**config.mk**
```make
export PLATFORM = sky130hd
export DESIGN_NAME = bpt_engine
export DESIGN_NICKNAME = d
export VERILOG_FILES = /design/src/rtl/bpt_pkg.sv /design/src/rtl/bpt_seq.sv /design/src/rtl/bpt_cmp.sv /design/src/rtl/bpt_engine.sv
export SDC_FILE = /design/constraint.sdc
export NUM_CORES = 1
export LEC_CHECK = 0
export ABC_AREA = 1
export BUFFER_PORTS_ARGS = -buffer_cell sky130_fd_sc_hd__buf_2
export CAP_MARGIN = 40
export CORE_UTILIZATION = 30
export DETAILED_ROUTE_END_ITERATION = 16
export PLACE_DENSITY = 0.55
export SYNTH_ARGS = -nofsm -noshare
export SYNTH_HDL_FRONTEND = slang
export SYNTH_SLANG_ARGS = --single-unit
```
**constraint.sdc**
```tcl
create_clock -name clk -period 3.1 [get_ports clk]
set_input_delay 0.31 -clock clk [delete_from_list [all_inputs] [get_ports clk]]
set_output_delay 0.31 -clock clk [all_outputs]
set_load 0.03 [all_outputs]
```
**src/rtl/bpt_pkg.sv**
```systemverilog
package bpt_pkg;

    typedef enum logic [1:0] {
        TM_CHECKER = 2'd0,
        TM_WALK    = 2'd1,
        TM_GALPAT  = 2'd2,
        TM_DIAG    = 2'd3
    } tmode_e;

    typedef enum logic [2:0] {
        ST_IDLE,
        ST_FILL,
        ST_READ,
        ST_BSET,
        ST_SCAN,
        ST_BREAD,
        ST_BCLR,
        ST_DRAIN
    } st_e;

    // One memory access: strobes plus the write value or the expected read value
    typedef struct packed {
        logic wr;
        logic rd;
        logic val;
    } mop_t;

    typedef struct packed {
        tmode_e mode;
        logic   bg;
        logic   halt;
    } cfg_t;

    function automatic logic checker_bit(logic bg, logic inv, logic r0, logic c0);
        return bg ^ inv ^ r0 ^ c0;
    endfunction

    function automatic logic uses_base(tmode_e m);
        return (m == TM_WALK) || (m == TM_GALPAT);
    endfunction

endpackage

```
**src/rtl/bpt_seq.sv**
```systemverilog
module bpt_seq
    import bpt_pkg::*;
#(
    parameter int ROW_BITS = 2,
    parameter int COL_BITS = 2,
    localparam int ADDR_W = ROW_BITS + COL_BITS
) (
    input  logic              clk,
    input  logic              rst,
    input  logic              start,
    input  cfg_t              cfg_in,
    input  logic              mismatch,
    output mop_t              op,
    output logic [ADDR_W-1:0] op_addr,
    output logic              accept,
    output logic              done,
    output cfg_t              cfg_o
);

    st_e                 state_q;
    cfg_t                cfg_q;
    logic [ADDR_W-1:0]   cur_q, base_q;
    logic [COL_BITS-1:0] shift_q;
    logic                inv_q, gsub_q, done_q;

    logic [ROW_BITS-1:0] cur_row;
    logic [COL_BITS-1:0] cur_col, diag_col;
    logic [ADDR_W-1:0]   diag_sum, first_other;
    logic [ADDR_W:0]     n1, n2, nxt_other;
    logic                fill_bit, last_cell, last_base, last_shift, last_other;
    logic                galpat, abort;

    assign cur_row     = cur_q[ADDR_W-1:COL_BITS];
    assign cur_col     = cur_q[COL_BITS-1:0];
    assign diag_sum    = ADDR_W'(cur_row) + ADDR_W'(shift_q);
    assign diag_col    = diag_sum[COL_BITS-1:0];
    assign last_cell   = &cur_q;
    assign last_base   = &base_q;
    assign last_shift  = &shift_q;
    assign galpat      = (cfg_q.mode == TM_GALPAT);
    assign first_other = (base_q == '0) ? ADDR_W'(1) : '0;
    assign n1          = {1'b0, cur_q} + (ADDR_W+1)'(1);
    assign n2          = {1'b0, cur_q} + (ADDR_W+1)'(2);
    assign nxt_other   = (n1 == {1'b0, base_q}) ? n2 : n1;
    assign last_other  = nxt_other[ADDR_W];
    assign abort       = cfg_q.halt && mismatch && (state_q != ST_IDLE) && (state_q != ST_DRAIN);
    assign accept      = (state_q == ST_IDLE) && start;
    assign done        = done_q;
    assign cfg_o       = cfg_q;

    always_comb begin
        unique case (cfg_q.mode)
            TM_CHECKER: fill_bit = checker_bit(cfg_q.bg, inv_q, cur_row[0], cur_col[0]);
            TM_DIAG:    fill_bit = (cur_col == diag_col) ? ~cfg_q.bg : cfg_q.bg;
            default:    fill_bit = cfg_q.bg;
        endcase
    end

    always_comb begin
        op      = '0;
        op_addr = cur_q;
        unique case (state_q)
            ST_FILL:  begin op.wr = 1'b1; op.val = fill_bit; end
            ST_READ:  begin op.rd = 1'b1; op.val = fill_bit; end
            ST_BSET:  begin op.wr = 1'b1; op.val = ~cfg_q.bg; op_addr = base_q; end
            ST_SCAN:  begin
                op.rd = 1'b1;
                if (galpat && gsub_q) begin
                    op.val  = ~cfg_q.bg;
                    op_addr = base_q;
                end else begin
                    op.val  = cfg_q.bg;
                end
            end
            ST_BREAD: begin op.rd = 1'b1; op.val = ~cfg_q.bg; op_addr = base_q; end
            ST_BCLR:  begin op.wr = 1'b1; op.val = cfg_q.bg; op_addr = base_q; end
            default:  ;
        endcase
    end

    always_ff @(posedge clk) begin
        if (rst) begin
            state_q <= ST_IDLE;
            cfg_q   <= '0;
            cur_q   <= '0;
            base_q  <= '0;
            shift_q <= '0;
            inv_q   <= 1'b0;
            gsub_q  <= 1'b0;
            done_q  <= 1'b0;
        end else begin
            done_q <= 1'b0;
            if (abort) begin
                state_q <= ST_DRAIN;
            end else begin
                unique case (state_q)
                    ST_IDLE: if (start) begin
                        cfg_q   <= cfg_in;
                        cur_q   <= '0;
                        base_q  <= '0;
                        shift_q <= '0;
                        inv_q   <= 1'b0;
                        gsub_q  <= 1'b0;
                        state_q <= ST_FILL;
                    end
                    ST_FILL: begin
                        cur_q <= cur_q + 1'b1;
                        if (last_cell) state_q <= uses_base(cfg_q.mode) ? ST_BSET : ST_READ;
                    end
                    ST_READ: begin
                        cur_q <= cur_q + 1'b1;
                        if (last_cell) begin
                            if (cfg_q.mode == TM_CHECKER) begin
                                if (inv_q) state_q <= ST_DRAIN;
                                else begin inv_q <= 1'b1; state_q <= ST_FILL; end
                            end else if (last_shift) begin
                                state_q <= ST_DRAIN;
                            end else begin
                                shift_q <= shift_q + 1'b1;
                                state_q <= ST_FILL;
                            end
                        end
                    end
                    ST_BSET: begin
                        cur_q   <= first_other;
                        gsub_q  <= 1'b0;
                        state_q <= ST_SCAN;
                    end
                    ST_SCAN: begin
                        if (galpat && !gsub_q) begin
                            gsub_q <= 1'b1;
                        end else begin
                            gsub_q <= 1'b0;
                            cur_q  <= nxt_other[ADDR_W-1:0];
                            if (last_other) state_q <= galpat ? ST_BCLR : ST_BREAD;
                        end
                    end
                    ST_BREAD: state_q <= ST_BCLR;
                    ST_BCLR: begin
                        base_q  <= base_q + 1'b1;
                        state_q <= last_base ? ST_DRAIN : ST_BSET;
                    end
                    ST_DRAIN: begin
                        state_q <= ST_IDLE;
                        done_q  <= 1'b1;
                    end
                    default: state_q <= ST_IDLE;
                endcase
            end
        end
    end

    AST_START_IGNORED: assert property (@(posedge clk) disable iff (rst)
        (state_q != ST_IDLE) && start |=> $stable(cfg_q));

    AST_DONE_SINGLE: assert property (@(posedge clk) disable iff (rst)
        done_q |=> !done_q);

endmodule

```
**src/rtl/bpt_cmp.sv**
```systemverilog
module bpt_cmp #(
    parameter int ADDR_W = 4
) (
    input  logic              clk,
    input  logic              rst,
    input  logic              clr,
    input  logic              rd,
    input  logic              exp_bit,
    input  logic [ADDR_W-1:0] addr,
    input  logic              rdata,
    output logic              mismatch,
    output logic              fail,
    output logic [ADDR_W-1:0] fail_addr
);

    logic              pend_v, pend_exp;
    logic [ADDR_W-1:0] pend_addr;

    assign mismatch = pend_v && (rdata != pend_exp);

    always_ff @(posedge clk) begin
        if (rst) begin
            pend_v    <= 1'b0;
            pend_exp  <= 1'b0;
            pend_addr <= '0;
            fail      <= 1'b0;
            fail_addr <= '0;
        end else begin
            pend_v    <= rd;
            pend_exp  <= exp_bit;
            pend_addr <= addr;
            if (clr) begin
                fail      <= 1'b0;
                fail_addr <= '0;
            end else if (mismatch && !fail) begin
                fail      <= 1'b1;
                fail_addr <= pend_addr;
            end
        end
    end

    AST_FAIL_HELD: assert property (@(posedge clk) disable iff (rst)
        fail && !clr |=> fail && $stable(fail_addr));

    AST_FAIL_FROM_READ: assert property (@(posedge clk) disable iff (rst)
        $rose(fail) |-> $past(rd, 2));

endmodule

```
**src/rtl/bpt_engine.sv**
```systemverilog
module bpt_engine
    import bpt_pkg::*;
#(
    parameter int ROW_BITS = 2,
    parameter int COL_BITS = 2,
    localparam int ADDR_W = ROW_BITS + COL_BITS
) (
    input  logic              clk,
    input  logic              rst,
    input  logic              start,
    input  logic [1:0]        test_sel,
    input  logic              bg_val,
    input  logic              halt_on_fail,
    output logic [ADDR_W-1:0] mem_addr,
    output logic              mem_we,
    output logic              mem_wdata,
    output logic              mem_re,
    input  logic              mem_rdata,
    output logic              done,
    output logic              fail,
    output logic [ADDR_W-1:0] fail_addr
);

    cfg_t              cfg_in, cfg_run;
    mop_t              op;
    logic [ADDR_W-1:0] op_addr;
    logic              accept, mismatch;

    assign cfg_in.mode = tmode_e'(test_sel);
    assign cfg_in.bg   = bg_val;
    assign cfg_in.halt = halt_on_fail;

    bpt_seq #(.ROW_BITS(ROW_BITS), .COL_BITS(COL_BITS)) u_seq (
        .clk      (clk),
        .rst      (rst),
        .start    (start),
        .cfg_in   (cfg_in),
        .mismatch (mismatch),
        .op       (op),
        .op_addr  (op_addr),
        .accept   (accept),
        .done     (done),
        .cfg_o    (cfg_run)
    );

    bpt_cmp #(.ADDR_W(ADDR_W)) u_cmp (
        .clk       (clk),
        .rst       (rst),
        .clr       (accept),
        .rd        (op.rd),
        .exp_bit   (op.val),
        .addr      (op_addr),
        .rdata     (mem_rdata),
        .mismatch  (mismatch),
        .fail      (fail),
        .fail_addr (fail_addr)
    );

    assign mem_addr  = op_addr;
    assign mem_we    = op.wr;
    assign mem_re    = op.rd;
    assign mem_wdata = op.val;

    AST_HALT_SILENT: assert property (@(posedge clk) disable iff (rst)
        cfg_run.halt && fail |-> !(mem_we || mem_re));

    AST_ONE_ACCESS: assert property (@(posedge clk) disable iff (rst)
        !(mem_we && mem_re));

endmodule

```
==> summary.md, run 1 <==
| Metric | Value |
|---|---|
| Status | `finished, final reports clean` |
| Vias per Instance | `roughly 4.6` |
| Post-Layout Inst Area | `2397 um2` |
| Psw | `882.8 uW` |
| ANT nets after route | `0` |
| Die ar. | `7393 um2` |
| Io pins | `21` |
| CTS tree | `built` |
| Vias | `2018` |
| Met2 Use GR | `0.2547` |
| Area Overhead vs Synth | `13.31%` |
| Rows | `30` |
| Worst hold margin | `272.3 ps` |
| Worst-Margin Slew | `537.6 ps` |
| Crit Reg-Reg Endpoint | `u_seq.state_q[1]$_SDFFE_PP0P_` |
| Clock power frac | `0.178` |
| Peak supply drop | `approximately 230 uV` |
| # DRC | `0` |
| Final critical-path share of the clock period | `0.7857` |
| Clk sinks | `31` |
| Clock transition at the registers of the reported paths | `70 ps` |
| Reg-to-reg startpoint | `u_seq.cur_q[1]$_SDFFE_PP0P_` |
| Final Slew Violations | `0` |
| PwrDens | `765.4 nW/um2` |
| Worst-skew pair later-pin latency | `290 ps` |
| GR Util met1 | `0.2013` |
| Critical path startpoint category | `flop` |
| Reg power frac | `0.294` |
| Hold depth | `3` |
| Synth top area share | `0.2933` |
| I/O Buffers | `20` |
| P_int | `952.2 uW` |
| Hold crit path type | `in2reg` |
| Sw Share | `0.4811` |
| Levels on crit path | `7` |
| Buf/Inv on CP | `3` |
| FF+latch count, synth | `31` |
| WL/cell | `~12 um` |
| Total track usage | `0.1532` |
| Synth area leader | `dfxtp_1` |
| Leakage | `1.122 nW` |
| Shortest period the worst path allows | `about 2400 ps` |
| CP max-delay cell | `dfxtp_1` |
| CTS Root Cell | `clkbuf_8` |
| FFs w/ async S/R, synth | `0` |
| Most Crowded Layer GR | `met2` |
| Flop-to-flop setup slack | `1190 ps` |
| Count leader, synth | `nand2_1` |
| Critical Path, Cell by Cell | `inv_1 > nor2_2 > inv_4 > nor2_1 > a22oi_1 > nand3_1 > buf_2` |
| Worst path max stage delay | `530 ps` |
| DRT iter0 DRCs | `around 100` |
| Synth Flop Type | `dfxtp_1` |
| Clock skew | `8.544 ps` |
| Area post-placement | `2310 um2` |
| Final non-filler cell total | `434` |
| R2r worst-path depth | `11` |
| Initial antenna violation count | `0` |
| Post-synthesis sequential area ratio | `0.2933` |
| Comb pwr share | `0.528` |
| M3 GR Usage | `0.03657` |
| RSZ-0062 raised after global routing | `no` |
| Total setup buffers inserted after CTS | `0` |
| Worst setup endpoint | `mem_addr[3]` |
| Top post-synthesis cells by count | `82 x nand2_1, 34 x nand3_1, 31 x dfxtp_1, 31 x inv_1, 25 x nor2_1` |
| CP Class | `reg2out` |
| Slew margin rel. | `0.6412` |
| Core box area | `roughly 6800 um2` |
| Total CTS buffers | `5` |
| Placed cells | `427` |
| Chip Height | `85.98 um` |
| Worst-path fanout max | `11` |
| Setup TNS | `0 ps` |
| Worst path required time | `2790 ps` |
| Delay-heaviest family, CP | `simple AND/OR/NAND/NOR gates` |
| Grt total ovfl | `0` |
| Max cap viols | `0` |
| Fraction of layout cells with a size suffix above 1 | `0.1982` |
| Largest net degree at the start of global routing | `17` |
| Number of synthesized flops with an enable pin | `0` |
| Syn. warnings | `0` |
| Vias in the first global route | `1897` |
| H-tree Lvls | `2` |
| Worst setup margin | `664.4 ps` |
| Crit path launch | `u_seq.state_q[2]$_SDFFE_PP0P_` |
| Mapped Cells | `around 320` |
| Synth cell types | `33` |
| Routed wire length | `~5300 um` |
| Syn Nets | `332` |
| Final Hold Viols | `0` |
| Avg Inst Size Synth | `between 6 and 7 um2` |
| GPL Wtd Cong | `0.9124` |
| First-pass GRT wire length | `slightly below 9000 um` |
| Synth area leaders | `dfxtp_1 29%, nand2_1 15%, nand3_1 8.0%, inv_1 5.5%, ha_1 5.3%` |
| Initial Util | `0.3114` |
| CTS Hold Bufs | `0` |
| DRT Pass-1 Iters | `4` |
| Cell Area, Synth | `roughly 2100 um2` |
| HPWL Detailed | `4219 um` |
| FMAX | `~410 MHz` |
| Inserted Diodes | `0` |
| Critical path data arrival time | `2130 ps` |
| Post-cts repair resize count | `0` |
| Deepest clock path buffer count | `2` |
| Die X | `85.98 um` |
| CP Capture Type | `primary output` |
| Setup violators final | `0` |
| Placement Setup Slack | `1001 ps` |
| Nets | `355` |
worst reg2reg max path: cells and delay by family, from the launching register on:
family	cells	cell delay, ps
buf+inv	2	140
flops	1	510
simple gates	7	710
fa+ha+maj	1	330
compound gates	1	140
stage by stage:
stage | total power, mW | utilization
6_report | 1.835 | 0.3529
5_1_grt | 1.988 | 0.3529
4_1_cts | 1.847 | 0.3529
3_5_place_dp | 1.514 | 0.3400
3_3_place_gp | 1.518 | 0.3400
2_1_floorplan | 1.305 | -
cells in the final DEF, fill, tap and decap left out, drive strengths merged:
| cell type | n |
|---|---|
| nand2 | 89 |
| inv | 41 |
| nand3 | 39 |
| nor2 | 34 |
| dfxtp | 31 |
| a21oi | 26 |
| buf | 22 |
| o21ai | 13 |
| ha | 9 |
| clkbuf | 6 |
| nand4 | 5 |
| xnor2 | 4 |
| nor3 | 4 |
| xor2 | 3 |
| a31oi | 3 |
| a22oi | 2 |
| o211ai | 2 |
| clkinv | 2 |
| nand2b | 1 |
| o32ai | 1 |
| o21bai | 1 |
how the worst min path moves through the flow:
stage                                    start                               to  slack [ps]
6_report                          halt_on_fail      u_seq.cfg_o[0]$_SDFFE_PP0P_         270
5_1_grt                           halt_on_fail      u_seq.cfg_o[0]$_SDFFE_PP0P_         290
4_1_cts                           halt_on_fail      u_seq.cfg_o[0]$_SDFFE_PP0P_         270
3_5_place_dp   u_cmp.fail_addr[3]$_SDFFE_PP0P_  u_cmp.fail_addr[3]$_SDFFE_PP0P_         460
3_3_place_gp   u_cmp.fail_addr[3]$_SDFFE_PP0P_  u_cmp.fail_addr[3]$_SDFFE_PP0P_         450
2_1_floorplan                     halt_on_fail      u_seq.cfg_o[0]$_SDFFE_PP0P_         440
power by group through the flow:
| stage | combinational, mW | clock (mW) | sequential [mW] |
|---|---|---|---|
| after CTS | 0.971 | 0.337 | 0.538 |
| after global routing | 1.09 | 0.355 | 0.548 |
| after floorplan | 0.774 | 0 | 0.531 |
| after global placement | 0.973 | 0 | 0.544 |
| final | 0.969 | 0.327 | 0.539 |
| after detailed placement | 0.967 | 0 | 0.547 |
layout make-up:
type,instances,area [um2]
inverters,42,162.7
fillers,762,4397
repair buffers,22,115.1
multi-input cells,236,1291
flip-flops and latches,31,620.6
clock buffers,6,82.58
well taps,96,120.1
clock inverters,1,5.005
sequential cells by signal, indices dropped and copies added, names as in the netlist:
register / count
u_seq.cfg_o: 4
u_cmp.fail: 1
u_seq.inv_q: 1
u_seq.base_q: 4
u_seq.state_q: 3
u_cmp.fail_addr: 4
u_seq.gsub_q: 1
u_seq.shift_q: 2
u_seq.done: 1
u_cmp.pend_exp: 1
u_cmp.pend_v: 1
u_seq.cur_q: 4
u_cmp.pend_addr: 4
kinds of logic (layout without fill, tap and decap cells):
logic type,after synthesis,count (layout),synth area share
and+or+nand+nor,172,172,0.3944
AOI/OAI and AO/OA,48,48,0.1336
buffers and inverters,48,71,0.09639
DFF,31,31,0.2933
adders and majority gates,9,9,0.05322
xor gates and xnor gates,7,7,0.02898
per-layer routing:
metal | up-vias | wire length (um)
li1 | 1068 | -
met1 | 899 | 2632
met2 | 44 | 2383
met3 | 7 | 254
met4 | 0 | 56
met5 | - | 0
(Power assumes the default switching activity.)
==> run 2, diff against run 1 <==
ABC_AREA = 0   (was 1)
clock period = 2.4 ns   (was 3.1 ns; I/O delays follow)
==> run 2 against run 1 <==
Against the previous run: final cell count shrank 18%; critical path depth is the same; die area decreased by 0.87%; register-to-register slack worse by 830 ps; wire length rose by 0.36%; synthesized area is 0.89% lower; critical endpoint is now mem_addr[0]; hold slack worse by 90 ps; clock-buffer cell count stayed put; largest cell class unchanged.
==> summary.md, run 2 <==
| Metric | Value |
|---|---|
| CTS Root Cell | `clkbuf_8` |
| Worst-Margin Slew | `638.8 ps (+101.2 ps)` |
| Chip Height | `85.61 um (-0.44%)` |
| Slew margin rel. | `0.5726 (-0.06865)` |
| Count leader, synth | `dfxtp_1` |
| Synth area leaders | `dfxtp_1 30%, mux2i_1 5.7%, xnor2_1 5.4%, ha_1 5.4%, nor2_1 4.7%` |
| Synth area leader | `dfxtp_1` |
| DRT iter0 DRCs | `195 (+93%)` |
| Max cap viols | `0 (unchanged)` |
| Total setup buffers inserted after CTS | `0 (unchanged)` |
| Initial Util | `0.3104 (-0.001048)` |
| Hold crit path type | `in2reg` |
| CTS tree | `built` |
| DRT Pass-1 Iters | `4 (unchanged)` |
| Die X | `85.61 um (-0.44%)` |
| Most frequent cells in the layout | `30 x dfxtp_1, 25 x nor2_1, 20 x buf_2` |
| CTS Hold Bufs | `0 (unchanged)` |
| Peak supply drop | `295.4 uV (+27%)` |
| Leakage | `0.9618 nW (-14%)` |
| Critical path data arrival time | `2010 ps (-120 ps)` |
| Fraction of layout cells with a size suffix above 1 | `0.1913 (-0.006889)` |
| Area post-placement | `2290 um2 (-0.87%)` |
| PwrDens | `850.1 nW/um2 (+11%)` |
| Clock skew | `4.370 ps (-4.174 ps)` |
| Vias per Instance | `5.336 (+15%)` |
| Final critical-path share of the clock period | `0.9372` |
| Worst-skew pair later-pin latency | `290 ps (about the same)` |
| Synth Flop Type | `dfxtp_1` |
| Worst-path fanout max | `5 (-6)` |
| Rows | `30 (unchanged)` |
| RSZ-0062 raised after global routing | `no` |
| Area Overhead vs Synth | `15.27%` |
| CP Capture Type | `primary output` |
| Multi-input logic area | `1369 um2 (+6.0%)` |
| Syn. warnings | `0 (unchanged)` |
| Total track usage | `0.1571 (+0.003905)` |
| Worst path required time | `2160 ps (-630 ps)` |
| Initial antenna violation count | `0 (unchanged)` |
| Setup violators final | `0 (unchanged)` |
| Synth top area share | `0.2959 (+0.002625)` |
| Status | `finished, final reports clean` |
| # DRC | `0 (unchanged)` |
| WL/cell | `14.97 um (+22%)` |
| Die ar. | `7328 um2 (-0.87%)` |
| FMAX | `444.6 MHz` |
| First-pass GRT wire length | `8949 um (+1.0%)` |
| Io pins | `21 (unchanged)` |
| Deepest clock path buffer count | `2 (unchanged)` |
| Critical path startpoint category | `flop` |
| Post-synthesis sequential area ratio | `0.2959 (+0.002625)` |
| Number of synthesized flops with an enable pin | `0 (unchanged)` |
| Core box area | `6756 um2 (-0.55%)` |
| Register area | `621.8 um2 (+0.20%)` |
| Vias in the first global route | `1820 (-4.1%)` |
| GPL Wtd Cong | `0.8043 (-12%)` |
| Final non-filler cell total | `357 (-18%)` |
| Clk sinks | `31 (unchanged)` |
| Vias | `1905 (-5.6%)` |
| Routed wire length | `5346 um (+0.36%)` |
| Setup TNS | `0 ps (unchanged)` |
| I/O Buffers | `20 (unchanged)` |
| H-tree Lvls | `2 (unchanged)` |
| FF+latch count, synth | `31 (unchanged)` |
| Grt total ovfl | `0 (unchanged)` |
| Total CTS buffers | `5 (unchanged)` |
| Top post-synthesis cells by count | `31 x dfxtp_1, 26 x nor2_1, 19 x nand2_1` |
| Synth cell types | `55 (+67%)` |
| Clock transition at the registers of the reported paths | `70 ps (about the same)` |
| ANT nets after route | `0 (unchanged)` |
| HPWL Detailed | `3971 um (-5.9%)` |
| FFs w/ async S/R, synth | `0 (unchanged)` |
| CP Class | `reg2out` |
| Commonest non-fill, non-tap cell in the layout | `dfxtp_1` |
| Syn Nets | `271 (-18%)` |
| Final Slew Violations | `0 (unchanged)` |
| Placed cells | `349 (-18%)` |
| Largest net degree at the start of global routing | `17 (unchanged)` |
| Cell Area, Synth | `2097 um2 (-0.89%)` |
| Avg Inst Size Synth | `8.256 um2 (+23%)` |
| Fillers | `698 (-8.4%)` |
| Inserted Diodes | `0 (unchanged)` |
| Final Hold Viols | `0 (unchanged)` |
| Shortest period the worst path allows | `2249 ps` |
| Nets | `293 (-17%)` |
| Mapped Cells | `254 (-19%)` |
| Post-Layout Inst Area | `2417 um2 (+0.84%)` |
run 2: changes by cell type after synthesis, sizes merged, moves of 5 or more:
cell | previous run | this run
nand2 | 89 | 19
inv | 41 | 11
nand3 | 39 | 11
mux2i | 0 | 12
a21oi | 26 | 15
xnor2 | 4 | 14
nor2 | 34 | 26
a211oi | 0 | 6
and2 | 0 | 6
buf | 4 | 10
mux2 | 0 | 5
run 2: critical path, stage by stage (launching register included):
cell	delay, ps
dfxtp_1	360
inv_1	70
ha_1	270
nand2_1	140
nand2_1	60
o21ai_1	240
mux2_2	400
buf_2	180
run 2: through the flow:
step	utilization	power (mW)	worst slack (ps)	hold slack, ps
after floorplan	-	1.289	369.3	315.7
after global placement	0.3389	1.492	233.7	445.9
after detailed placement	0.3389	1.489	186.7	457.1
after CTS	0.3565	2.050	54.52	181.5
after global routing	0.3578	2.191	9.176	207.6
final	0.3578	2.055	150.6	182.3
run 2: final timing paths:
| kind | from | end | slack [ps] | cells past startpoint |
|---|---|---|---|---|
| max | u_seq.cfg_o[2]$_SDFFE_PP0P_ | mem_addr[0] | 150 | 7 |
| min | bg_val | u_seq.cfg_o[1]$_SDFFE_PP0P_ | 180 | 3 |
| max reg2reg | u_seq.cur_q[0]$_SDFFE_PP0P_ | u_seq.cur_q[1]$_SDFFE_PP0P_ | 360 | 6 |
| min reg2reg | u_cmp.pend_addr[0]$_SDFF_PP0_ | u_cmp.fail_addr[0]$_SDFFE_PP0P_ | 470 | 2 |
run 2: what timing repair did:
action | CTS | global route
resized for setup | 1 | 3
gates cloned | 0 | 0
endpoints found under the hold margin | 0 | 0
setup endpoints to repair | 1 | 5
pin swaps | 0 | 0
run 2: cell families after synthesis:
kind of cell / after synthesis / synth area share
buffers and inverters: 25 / 0.05548
DFF: 31 / 0.2959
adders and majority gates: 9 / 0.05370
xor gates and xnor gates: 18 / 0.08592
muxes: 17 / 0.08413
AOI/OAI and AO/OA: 62 / 0.2035
and+or+nand+nor: 92 / 0.2214
run 2: cell type report:
| type | count | share of cell area |
|---|---|---|
| flip-flops and latches | 31 | 0.2572 |
| inverters | 11 | 0.01708 |
| clock buffers | 6 | 0.03416 |
| repair buffers | 29 | 0.06936 |
| well taps | 80 | 0.04141 |
| multi-input cells | 198 | 0.5663 |
| clock inverters | 2 | 0.01449 |
run 2: layer usage:
layer | share of wire | up-vias | GRT usage
met1 | 0.47 | 885 | 0.1972
met3 | 0.057 | 7 | 0.03850
li1 | - | 955 | -
met4 | 0.014 | 0 | 0.06364
met2 | 0.46 | 58 | 0.2582
met5 | 0 | - | 0
run 2: report_power, final:
group / switching [mW] / internal [mW]
Sequential: 0.0877 / 0.566
Clock: 0.220 / 0.336
Combinational: 0.511 / 0.334
Total: 0.819 / 1.24
